### src/rtl/slink_pkg.sv
package slink_pkg;

  typedef enum logic [1:0] {
    ST_IDLE = 2'd0,
    ST_SEND = 2'd1,
    ST_WAIT = 2'd2
  } slink_state_e;

  typedef enum logic [1:0] {
    CAUSE_NONE    = 2'd0,
    CAUSE_TIMEOUT = 2'd1,
    CAUSE_BADFRM  = 2'd2
  } slink_cause_e;

  // One byte of CRC-8, MSB first, byte folded in before the shifts.
  function automatic logic [7:0] crc8_step(input logic [7:0] crc,
                                           input logic [7:0] data,
                                           input logic [7:0] poly);
    logic [7:0] c;
    c = crc ^ data;
    for (int i = 0; i < 8; i++) begin
      c = c[7] ? ((c << 1) ^ poly) : (c << 1);
    end
    return c;
  endfunction

endpackage

### src/rtl/slink_tx.sv
module slink_tx #(
  parameter int CLKS_PER_BIT = 200
) (
  input  logic       clk,
  input  logic       rst_n,
  input  logic       load,
  input  logic [7:0] data_i,
  output logic       tx_o,
  output logic       busy_o
);
  localparam int CW = $clog2(CLKS_PER_BIT);
  localparam logic [CW-1:0] C_LAST = CW'(CLKS_PER_BIT - 1);

  logic [9:0]    sh_q, sh_d;
  logic [3:0]    bit_q, bit_d;
  logic [CW-1:0] cnt_q, cnt_d;
  logic          busy_q, busy_d;

  always_comb begin
    sh_d   = sh_q;
    bit_d  = bit_q;
    cnt_d  = cnt_q;
    busy_d = busy_q;
    if (!busy_q) begin
      if (load) begin
        sh_d   = {1'b1, data_i, 1'b0};
        busy_d = 1'b1;
        cnt_d  = '0;
        bit_d  = '0;
      end
    end else if (cnt_q == C_LAST) begin
      cnt_d = '0;
      if (bit_q == 4'd9) begin
        busy_d = 1'b0;
      end else begin
        sh_d  = {1'b1, sh_q[9:1]};
        bit_d = bit_q + 4'd1;
      end
    end else begin
      cnt_d = cnt_q + 1'b1;
    end
  end

  always_ff @(posedge clk or negedge rst_n) begin
    if (!rst_n) begin
      sh_q   <= '1;
      bit_q  <= '0;
      cnt_q  <= '0;
      busy_q <= 1'b0;
    end else begin
      sh_q   <= sh_d;
      bit_q  <= bit_d;
      cnt_q  <= cnt_d;
      busy_q <= busy_d;
    end
  end

  assign tx_o   = busy_q ? sh_q[0] : 1'b1;
  assign busy_o = busy_q;
endmodule

### src/rtl/slink_rx.sv
module slink_rx #(
  parameter int CLKS_PER_BIT = 200
) (
  input  logic       clk,
  input  logic       rst_n,
  input  logic       en_i,
  input  logic       rx_i,
  output logic       valid_o,
  output logic [7:0] data_o
);
  localparam int CW = $clog2(CLKS_PER_BIT);
  localparam logic [CW-1:0] C_LAST = CW'(CLKS_PER_BIT - 1);
  localparam logic [CW-1:0] C_HALF = CW'(CLKS_PER_BIT / 2);

  logic          s1_q, s2_q;
  logic          act_q, act_d;
  logic [CW-1:0] cnt_q, cnt_d;
  logic [3:0]    bit_q, bit_d;
  logic [7:0]    sh_q, sh_d;
  logic          valid_q, valid_d;

  always_comb begin
    act_d   = act_q;
    cnt_d   = cnt_q;
    bit_d   = bit_q;
    sh_d    = sh_q;
    valid_d = 1'b0;
    if (!en_i) begin
      act_d = 1'b0;
    end else if (!act_q) begin
      if (!s2_q) begin
        act_d = 1'b1;
        cnt_d = C_HALF;
        bit_d = '0;
      end
    end else if (cnt_q == C_LAST) begin
      cnt_d = '0;
      bit_d = bit_q + 4'd1;
      if (bit_q == 4'd0) begin
        if (s2_q) act_d = 1'b0;
      end else if (bit_q == 4'd9) begin
        act_d   = 1'b0;
        valid_d = 1'b1;
      end else begin
        sh_d = {s2_q, sh_q[7:1]};
      end
    end else begin
      cnt_d = cnt_q + 1'b1;
    end
  end

  always_ff @(posedge clk or negedge rst_n) begin
    if (!rst_n) begin
      s1_q    <= 1'b1;
      s2_q    <= 1'b1;
      act_q   <= 1'b0;
      cnt_q   <= '0;
      bit_q   <= '0;
      sh_q    <= '0;
      valid_q <= 1'b0;
    end else begin
      s1_q    <= rx_i;
      s2_q    <= s1_q;
      act_q   <= act_d;
      cnt_q   <= cnt_d;
      bit_q   <= bit_d;
      sh_q    <= sh_d;
      valid_q <= valid_d;
    end
  end

  assign valid_o = valid_q;
  assign data_o  = sh_q;
endmodule

### src/rtl/slink_ctrl.sv
module slink_ctrl
  import slink_pkg::*;
#(
  parameter int         CLKS_PER_BIT = 200,
  parameter int         FRAME_BYTES  = 28,
  parameter int         TIMEOUT_CLKS = 100000,
  parameter int         MAX_RETRY    = 2,
  parameter logic [7:0] DELIM        = 8'h40,
  parameter logic [7:0] CRC_POLY     = 8'h07,
  parameter logic [7:0] CRC_INIT     = 8'hFF
) (
  input  logic                         clk,
  input  logic                         rst_n,
  input  logic                         start,
  input  logic [(FRAME_BYTES-2)*8-1:0] req_payload,
  output logic                         done,
  output logic                         err,
  output logic [1:0]                   err_code,
  output logic [(FRAME_BYTES-2)*8-1:0] rsp_payload,
  output logic                         tx_o,
  output logic                         de_o,
  input  logic                         rx_i
);
  localparam int PAY_BYTES = FRAME_BYTES - 2;
  localparam int IDXW      = $clog2(FRAME_BYTES + 1);
  localparam int TMOW      = $clog2(TIMEOUT_CLKS);
  localparam int ATW       = (MAX_RETRY > 0) ? $clog2(MAX_RETRY + 1) : 1;
  localparam logic [IDXW-1:0] LAST_IDX = IDXW'(FRAME_BYTES - 1);
  localparam logic [IDXW-1:0] END_IDX  = IDXW'(FRAME_BYTES);
  localparam logic [TMOW-1:0] TMO_LAST = TMOW'(TIMEOUT_CLKS - 1);
  localparam logic [ATW-1:0]  ATT_LAST = ATW'(MAX_RETRY);

  // reset: asserted at once, released on the clock
  logic rst_meta_q, rst_i;
  always_ff @(posedge clk or negedge rst_n) begin
    if (!rst_n) begin
      rst_meta_q <= 1'b0;
      rst_i      <= 1'b0;
    end else begin
      rst_meta_q <= 1'b1;
      rst_i      <= rst_meta_q;
    end
  end

  slink_state_e    state_q, state_d;
  logic [ATW-1:0]  att_q, att_d;
  logic [IDXW-1:0] idx_q, idx_d;      // next request byte to load
  logic [IDXW-1:0] ridx_q, ridx_d;    // next reply byte expected
  logic [7:0]      crc_q, crc_d;      // shared by send and receive
  logic [TMOW-1:0] tmo_q, tmo_d;
  logic            dok_q, dok_d;
  logic            done_q, done_d;
  logic            err_q, err_d;
  slink_cause_e    code_q, code_d;
  logic            rsp_we;
  logic            fail;
  slink_cause_e    fail_code;

  logic            tx_load, tx_busy;
  logic [7:0]      tx_byte;
  logic            rx_valid;
  logic [7:0]      rx_byte;
  logic [7:0]      req_arr [PAY_BYTES];
  logic [7:0]      rsp_q   [PAY_BYTES];
  logic [IDXW-1:0] idx_m1, ridx_m1;

  assign idx_m1  = idx_q - 1'b1;
  assign ridx_m1 = ridx_q - 1'b1;

  for (genvar g = 0; g < PAY_BYTES; g++) begin : g_bytes
    assign req_arr[g] = req_payload[g*8 +: 8];
    assign rsp_payload[g*8 +: 8] = rsp_q[g];
    always_ff @(posedge clk or negedge rst_i) begin
      if (!rst_i)                                rsp_q[g] <= '0;
      else if (rsp_we && ridx_m1 == IDXW'(g))    rsp_q[g] <= rx_byte;
    end
  end

  always_comb begin
    if (idx_q == '0)           tx_byte = DELIM;
    else if (idx_q == LAST_IDX) tx_byte = crc_q;
    else                        tx_byte = req_arr[idx_m1];
  end

  always_comb begin
    state_d   = state_q;
    att_d     = att_q;
    idx_d     = idx_q;
    ridx_d    = ridx_q;
    crc_d     = crc_q;
    tmo_d     = tmo_q;
    dok_d     = dok_q;
    done_d    = 1'b0;
    err_d     = err_q;
    code_d    = code_q;
    rsp_we    = 1'b0;
    tx_load   = 1'b0;
    fail      = 1'b0;
    fail_code = CAUSE_NONE;
    case (state_q)
      ST_IDLE: begin
        if (start) begin
          att_d   = '0;
          idx_d   = '0;
          crc_d   = CRC_INIT;
          state_d = ST_SEND;
        end
      end
      ST_SEND: begin
        if (!tx_busy) begin
          if (idx_q != END_IDX) begin
            tx_load = 1'b1;
            idx_d   = idx_q + 1'b1;
            if (idx_q != LAST_IDX) crc_d = crc8_step(crc_q, tx_byte, CRC_POLY);
          end else begin
            state_d = ST_WAIT;
            tmo_d   = '0;
            ridx_d  = '0;
            crc_d   = CRC_INIT;
          end
        end
      end
      ST_WAIT: begin
        tmo_d = tmo_q + 1'b1;
        if (rx_valid) begin
          ridx_d = ridx_q + 1'b1;
          if (ridx_q == '0) dok_d = (rx_byte == DELIM);
          if (ridx_q != LAST_IDX) crc_d = crc8_step(crc_q, rx_byte, CRC_POLY);
          rsp_we = (ridx_q != '0) && (ridx_q != LAST_IDX);
          if (ridx_q == LAST_IDX) begin
            if (dok_q && rx_byte == crc_q) begin
              state_d = ST_IDLE;
              done_d  = 1'b1;
              err_d   = 1'b0;
              code_d  = CAUSE_NONE;
            end else begin
              fail      = 1'b1;
              fail_code = CAUSE_BADFRM;
            end
          end
        end else if (tmo_q == TMO_LAST) begin
          fail      = 1'b1;
          fail_code = CAUSE_TIMEOUT;
        end
      end
      default: state_d = ST_IDLE;
    endcase
    if (fail) begin
      if (att_q == ATT_LAST) begin
        state_d = ST_IDLE;
        done_d  = 1'b1;
        err_d   = 1'b1;
        code_d  = fail_code;
      end else begin
        att_d   = att_q + 1'b1;
        idx_d   = '0;
        crc_d   = CRC_INIT;
        state_d = ST_SEND;
      end
    end
  end

  always_ff @(posedge clk or negedge rst_i) begin
    if (!rst_i) begin
      state_q <= ST_IDLE;
      att_q   <= '0;
      idx_q   <= '0;
      ridx_q  <= '0;
      crc_q   <= '0;
      tmo_q   <= '0;
      dok_q   <= 1'b0;
      done_q  <= 1'b0;
      err_q   <= 1'b0;
      code_q  <= CAUSE_NONE;
    end else begin
      state_q <= state_d;
      att_q   <= att_d;
      idx_q   <= idx_d;
      ridx_q  <= ridx_d;
      crc_q   <= crc_d;
      tmo_q   <= tmo_d;
      dok_q   <= dok_d;
      done_q  <= done_d;
      err_q   <= err_d;
      code_q  <= code_d;
    end
  end

  slink_tx #(.CLKS_PER_BIT(CLKS_PER_BIT)) tx_i (
    .clk(clk), .rst_n(rst_i), .load(tx_load), .data_i(tx_byte),
    .tx_o(tx_o), .busy_o(tx_busy)
  );

  slink_rx #(.CLKS_PER_BIT(CLKS_PER_BIT)) rx_u (
    .clk(clk), .rst_n(rst_i), .en_i(state_q == ST_WAIT), .rx_i(rx_i),
    .valid_o(rx_valid), .data_o(rx_byte)
  );

  assign de_o     = (state_q == ST_SEND);
  assign done     = done_q;
  assign err      = err_q;
  assign err_code = code_q;
endmodule

### config.mk
export PLATFORM = sky130hd
export DESIGN_NAME = slink_ctrl
export DESIGN_NICKNAME = d
export VERILOG_FILES = /design/src/rtl/slink_pkg.sv /design/src/rtl/slink_tx.sv /design/src/rtl/slink_rx.sv /design/src/rtl/slink_ctrl.sv
export SDC_FILE = /design/constraint.sdc
export NUM_CORES = 1
export LEC_CHECK = 0
export BUFFER_PORTS_ARGS = -buffer_cell sky130_fd_sc_hd__buf_2
export CORE_MARGIN = 10
export CORE_UTILIZATION = 58
export CTS_CLUSTER_SIZE = 20
export DETAILED_ROUTE_END_ITERATION = 8
export MAX_ROUTING_LAYER = met4
export PLACE_DENSITY_LB_ADDON = 0.12
export SKIP_LAST_GASP = 1
export SYNTH_ARGS = -nofsm -noshare
export SYNTH_HDL_FRONTEND = slang
export SYNTH_HIERARCHICAL = 1
export SYNTH_SLANG_ARGS = --single-unit
### constraint.sdc
create_clock -name clk -period 16 [get_ports clk]
set_clock_uncertainty 0.05 [all_clocks]
set_input_delay 2.4 -clock clk [delete_from_list [all_inputs] [get_ports clk]]
set_output_delay 2.4 -clock clk [all_outputs]
set_load 0.05 [all_outputs]
==> impl.org, run 1 <==
** Outcome
- Last stage the flow got to :: 5_2_route
- Outcome :: aborted with a tool error
- Error text reported by the tool :: [ERROR DRT-0255] Maze Route cannot find path of net req_payload[113] in worker of routeBox ( 144900 48300 ) ( 186460 96600 ).

** Synth
- During synthesis, Yosys emitted a total of 6 warnings.
- After synthesis, the mean cell area works out to 11.9 um2.
- For this run, the leading register cell type out of synthesis is sky130_fd_sc_hd__dfrtp_1.
- The synthesized netlist occupies a cell area of 0.0161 mm2.
- Count of flip-flops with a built-in enable after synthesis :: 0
- Portion of the post-synthesis area used by sequential elements :: 0.468
- In this run, synthesis produced a sequential element count of 300.
- Post-synth net total :: 1589
- Of all flip-flops after synthesis, the portion carrying an async set or reset was 1.00.
- After synthesis, the netlist uses 92 different library cells.
- Synthesis produced a netlist whose cell count is 1351.

** Place
- Routability Congestion :: 0.896
- Detailed placement ended at an HPWL of 36.3 mm.
- In this run the tool buffered the top-level ports with 425 buffer cells.

** Clocking
- CTS built an H-tree with a depth of 1.
- Setup Fix Bufs, Post-CTS :: 0
- Total CTS buffers :: 31
- Master cell of the clock root buffer :: sky130_fd_sc_hd__clkbuf_16
- Number of hold buffers added after CTS :: 0
- Number of clock sinks seen by CTS :: 300
- The clock passes through at most 3 buffers.
- The number of gates resized after CTS was 0.

** Global route
- The via count of the first global-routing pass came to 12900.
- Entering global routing, the biggest net connects 173 pins.
- Total global routing overflow :: 0
- First-pass GRT wire length :: 76.3 mm
- Overall track demand over capacity in global routing :: 0.281
- Number of antenna violations at the first check in global routing :: 8

** Die
- Overall die height :: 186 um
- The die is 186 um wide.
- Number of top-level design ports :: 426
- The floorplan has 60 rows.
- The initial utilization of the core area, before any placement, comes to 0.593.
==> stage by stage <==
stage          hold WS (ns)  std cells   util  cell area (um2)  setup slack [ns]
5_1_grt               0.315       2131  0.720            19500             11.15
4_1_cts               0.313       2125  0.720            19500             11.29
3_5_place_dp          0.290       2067  0.678            18400             10.70
3_3_place_gp          0.295       2067  0.678            18400             10.78
2_1_floorplan         0.281       1351      -            16100              6.99
==> Yosys cell counts (all sizes together), types with 20 or more instances <==
master,instances,area share
nor2,64,0.015
xnor2,32,0.017
mux4,51,0.073
nand3,37,0.012
a21oi,42,0.014
mux2,226,0.16
inv,20,0.0047
buf,21,0.0092
clkbuf,77,0.018
ha,26,0.020
dfrtp,289,0.45
nand2,119,0.028
xor2,22,0.014
o21ai,61,0.019
==> metal layers <==
metal / global-route usage
met1: 0.316
met2: 0.485
met3: 0.0575
met4: 0.109
met5: -
==> cells by family after synthesis <==
| logic type | count (synthesis) | synth area share |
|---|---|---|
| and+or+nand+nor | 347 | 0.110 |
| DFF | 300 | 0.468 |
| muxes | 294 | 0.244 |
| AOI/OAI and AO/OA | 205 | 0.0873 |
| buffers and inverters | 119 | 0.0321 |
| xor gates and xnor gates | 59 | 0.0383 |
| adders and majority gates | 26 | 0.0202 |
| other | 1 | 0.000233 |
==> inputs of run 2 (changes only) <==
--- a/config.mk
+++ b/config.mk
@@ -7,11 +7,9 @@
 export LEC_CHECK = 0
 export BUFFER_PORTS_ARGS = -buffer_cell sky130_fd_sc_hd__buf_2
 export CORE_MARGIN = 10
-export CORE_UTILIZATION = 58
-export CTS_CLUSTER_SIZE = 20
+export CORE_UTILIZATION = 40
 export DETAILED_ROUTE_END_ITERATION = 8
-export MAX_ROUTING_LAYER = met4
-export PLACE_DENSITY_LB_ADDON = 0.12
+export PLACE_DENSITY_LB_ADDON = 0.15
 export SKIP_LAST_GASP = 1
 export SYNTH_ARGS = -nofsm -noshare
 export SYNTH_HDL_FRONTEND = slang
==> run 2 against run 1 <==
Compared with the run above:
- the run now ends clean
- area after synthesis stayed put
- synthesized cell count did not move
- global-route usage down 7.8 points
==> impl.org, run 2 <==
** Outcome
- The run finished with clean final reports.

** Timing
- For the pin with the worst max-slew slack, the measured transition is 1.14 ns.
- Setup repair after global routing left no endpoint under its margin.
- After layout, the minimum clock period comes to 4.77 ns.
- Count of final hold-check violations :: 0
- Setup TNS :: 0 ns
- Measured against its own limit, the worst slew margin works out to 0.237.
- Setup violations remaining at the end of the flow were counted as 0.
- For this run, the top clock speed supported by timing is 210 MHz.
- In the finished design, the share of the clock period the worst path needs comes to 0.298.
- Max-slew violation total from the final report :: 0

** Die
- Number of core rows :: 73
- Measured along the x axis, the die boundary spans 220 um.
- For this configuration, the core starts out at a cell density of 0.405.
- Core area :: 0.0397 mm2
- Total die area :: 0.0486 mm2
- The die is 220 um tall.
- Pin placement for this block handled 426 I/O pins.

** Synth
- Post-synth net total :: 1589
- In the synthesized netlist, the cells that appear most often are sky130_fd_sc_hd__dfrtp_1 (289), sky130_fd_sc_hd__mux2_2 (217), sky130_fd_sc_hd__nand2_1 (119).
- The number of different library cells used by synthesis comes to 92.
- Portion of the post-synthesis area used by sequential elements :: 0.468
- The most used flip-flop cell after synthesis is sky130_fd_sc_hd__dfrtp_1.
- Yosys mapped a number of flops with a built-in enable equal to 0.
- Mapped Area :: 0.0161 mm2
- Yosys printed 6 warnings.
- Synth top area share :: 0.450
- After synthesis, the mean cell area works out to 11.9 um2.
- The portion of synthesized area spent on multiplexers is 0.244.
- By area, the combinational part of the netlist is dominated by multiplexers.
- In the post-synthesis netlist, the cell with the most instances is sky130_fd_sc_hd__dfrtp_1.
- The biggest area contributor in the post-synthesis netlist is sky130_fd_sc_hd__dfrtp_1.
- Parity-gate share of the synthesized area counting xor and xnor cells :: 0.0383
- Sorting the synthesized cells by area gives the leading types as sky130_fd_sc_hd__dfrtp_1 (45%), sky130_fd_sc_hd__mux2_2 (15%), sky130_fd_sc_hd__mux4_2 (6.0%), sky130_fd_sc_hd__nand2_1 (2.8%), sky130_fd_sc_hd__ha_1 (2.0%).
- In the synthesized netlist, the number of instances is 1351.
- Synth Area in Simple Gates :: 0.110
- Ys async rst share :: 1.00
- The fraction of the mapped netlist area in compound gates is 0.0873.
- After synthesis the netlist holds a flip-flop and latch count of 300.
- Post-synthesis share of cell area spent on full adders, half adders and majority gates :: 0.0202

** Global route
- Number of global-route vias before repair :: 12900
- Entering global routing, the biggest net connects 161 pins.
- The first global-routing pass estimated 77.5 mm of wire.
- Global routing finished with a remaining overflow of 0.
- Number of antenna violations at the first check in global routing :: 2
- Overall track demand over capacity in global routing :: 0.203

** Finish
- Share of final-layout standard cells stronger than drive strength 1 :: 0.460
- Most frequent cells in the layout :: sky130_fd_sc_hd__buf_2 (425), sky130_fd_sc_hd__dfrtp_1 (287), sky130_fd_sc_hd__mux2_2 (217)
- Once layout is done, the placed cells without fillers occupy 0.0196 mm2.
- P&R area growth vs syn :: 22.0%
- Number of flip-flops in the largest register :: 208
- Most common cell after layout, fill and taps aside :: sky130_fd_sc_hd__buf_2
- The final layout contains 1969 nets.

** Clocking
- The clock tree synthesis step divided the H-tree into 2 levels.
- Setup Fix Bufs, Post-CTS :: 0
- In this run, CTS created clock tree buffers numbering 34.
- Gates resized during post-CTS repair numbered 0.
- For this design, the sink count on the clock tree is 300.
- Master cell of the clock root buffer :: sky130_fd_sc_hd__clkbuf_16
- Clock latency reported for the late side of the worst-skew pair :: 0.52 ns
- Clock transition time at the flip-flop clock pins of the worst setup and hold paths :: 0.06 ns
- TritonCTS clock tree :: yes
- The clock passes through at most 3 buffers.
- Number of hold buffers added after CTS :: 0

** Route
- After the first detailed-routing iteration, the DRC count stood at 857.
- Total wire length after detailed routing :: 50.6 mm
- After detailed routing, the number of vias per cell comes to 5.49.
- Wire length per cell after detailed routing :: 22.2 um
- Via count :: 12500
- In the routed design, unresolved DRC markers number 0.
- The first detailed-routing pass ran for 5 iterations.
- The detail route stage leaves a number of antenna-violating nets equal to 0.

** Worst setup path
- Element type at the critical path start :: primary input
- Delay of the slowest cell on the worst path :: 0.48 ns
- By instance count, the cell type seen most on the critical path is sky130_fd_sc_hd__mux4_2.
- Of all nets on the critical path, the largest fanout is 5.
- Data on the critical path is required at its endpoint by 16.33 ns.
- On the critical path, the stage with the largest delay is an instance of sky130_fd_sc_hd__mux4_2.
- By startpoint and endpoint, the worst setup path is classified as in2reg.
- Buf/Inv on CP :: 1
- On the critical path the largest part of the delay comes from multiplexers.
- Critical-path cell list :: buf_2, mux4_2, mux4_2, o21a_1, or3_1, a21oi_2, xor3_1, o41ai_1, a31oi_1
- The worst setup path is captured at a flip-flop.
- Signal arrival time at the worst endpoint :: 5.10 ns

** Pwr
- IR analysis of the VDD net gives a maximum drop of 0.0606 mV.
- Leakage power summed over all cells :: 9.96 nW
- Overall power consumption after layout is estimated at 0.00226 W.
- In this run the power density over the cells is 115 mW/mm2.

** Place
- The HPWL after detailed placement is 37.2 mm.
- Count of buffers from port buffering :: 425
- The placed instances occupy a cell area of 0.0186 mm2.
- Routability Congestion :: 0.872

** Min path
- The path class of the tightest hold or removal check is reg2reg.

** Job
- The tool flagged a number of max-cap violations equal to 0.
==> run 2: cell counts after synthesis <==
No cell type changed its count.
==> run 2: through the flow <==
stage	std cells	util	hold slack, ns	setup WS [ns]
after floorplan	1351	-	0.281	6.99
after global placement	2220	0.467	0.290	10.76
after detailed placement	2220	0.467	0.290	10.72
after CTS	2279	0.493	0.307	11.24
after global routing	2279	0.493	0.308	11.03
final	2280	0.493	0.304	11.23
==> run 2: logic make-up (layout without fill, tap and decap cells) <==
group | Yosys count | count (layout)
adders and majority gates | 26 | 26
other | 1 | 2
xor gates and xnor gates | 59 | 59
and+or+nand+nor | 347 | 347
DFF | 300 | 300
buffers and inverters | 119 | 522
muxes | 294 | 294
AOI/OAI and AO/OA | 205 | 205
==> run 2: worst paths after layout <==
path	startpoint	to	slack, ns	cells past startpoint
worst max-delay path	req_payload[133]	crc_q[6]$_DFF_PN0_	11.23	9
worst min-delay path	rst_meta_q$_DFF_PN0_	rst_i$_DFF_PN0_	0.30	0
worst max register to register	idx_q[0]$_DFF_PN0_	crc_q[6]$_DFF_PN0_	11.68	11
worst min register to register	rst_meta_q$_DFF_PN0_	rst_i$_DFF_PN0_	0.30	0
max in group asynchronous	rst_i$_DFF_PN0_	rsp_payload[112]$_DFFE_PN0P_	14.00	1
min in group asynchronous	rst_i$_DFF_PN0_	rsp_payload[196]$_DFFE_PN0P_	0.38	0
==> run 2: area by class of cell <==
| class | instances | area (um2) |
|---|---|---|
| fill | 3654 | 20100 |
| multi-input combinational | 932 | 8040 |
| sequential | 300 | 7530 |
| timing repair buffer | 442 | 2270 |
| clock buffer | 55 | 1000 |
| tap | 525 | 657 |
| inverter | 21 | 78.8 |
| clock inverter | 4 | 22.5 |
| antenna | 1 | 2.50 |
==> run 2: where the power goes <==
| group | internal [W] | leakage (nW) | switching (W) |
|---|---|---|---|
| Sequential | 0.000815 | 4.09 | 0.0000740 |
| Combinational | 0.000301 | 5.38 | 0.000339 |
| Clock | 0.000429 | 0.495 | 0.000304 |
| Total | 0.00154 | 9.96 | 0.000717 |
==> run 2: metal layers <==
layer  GRT usage  vias to the layer above  routed length [um]
li1            -                     5697                   -
met1       0.276                     6420               22300
met2       0.329                      336               24700
met3      0.0423                       54                2820
met4      0.0411                        0                 803
met5           0                        -                   0
No activity file was read; power rests on OpenSTA's default activity.
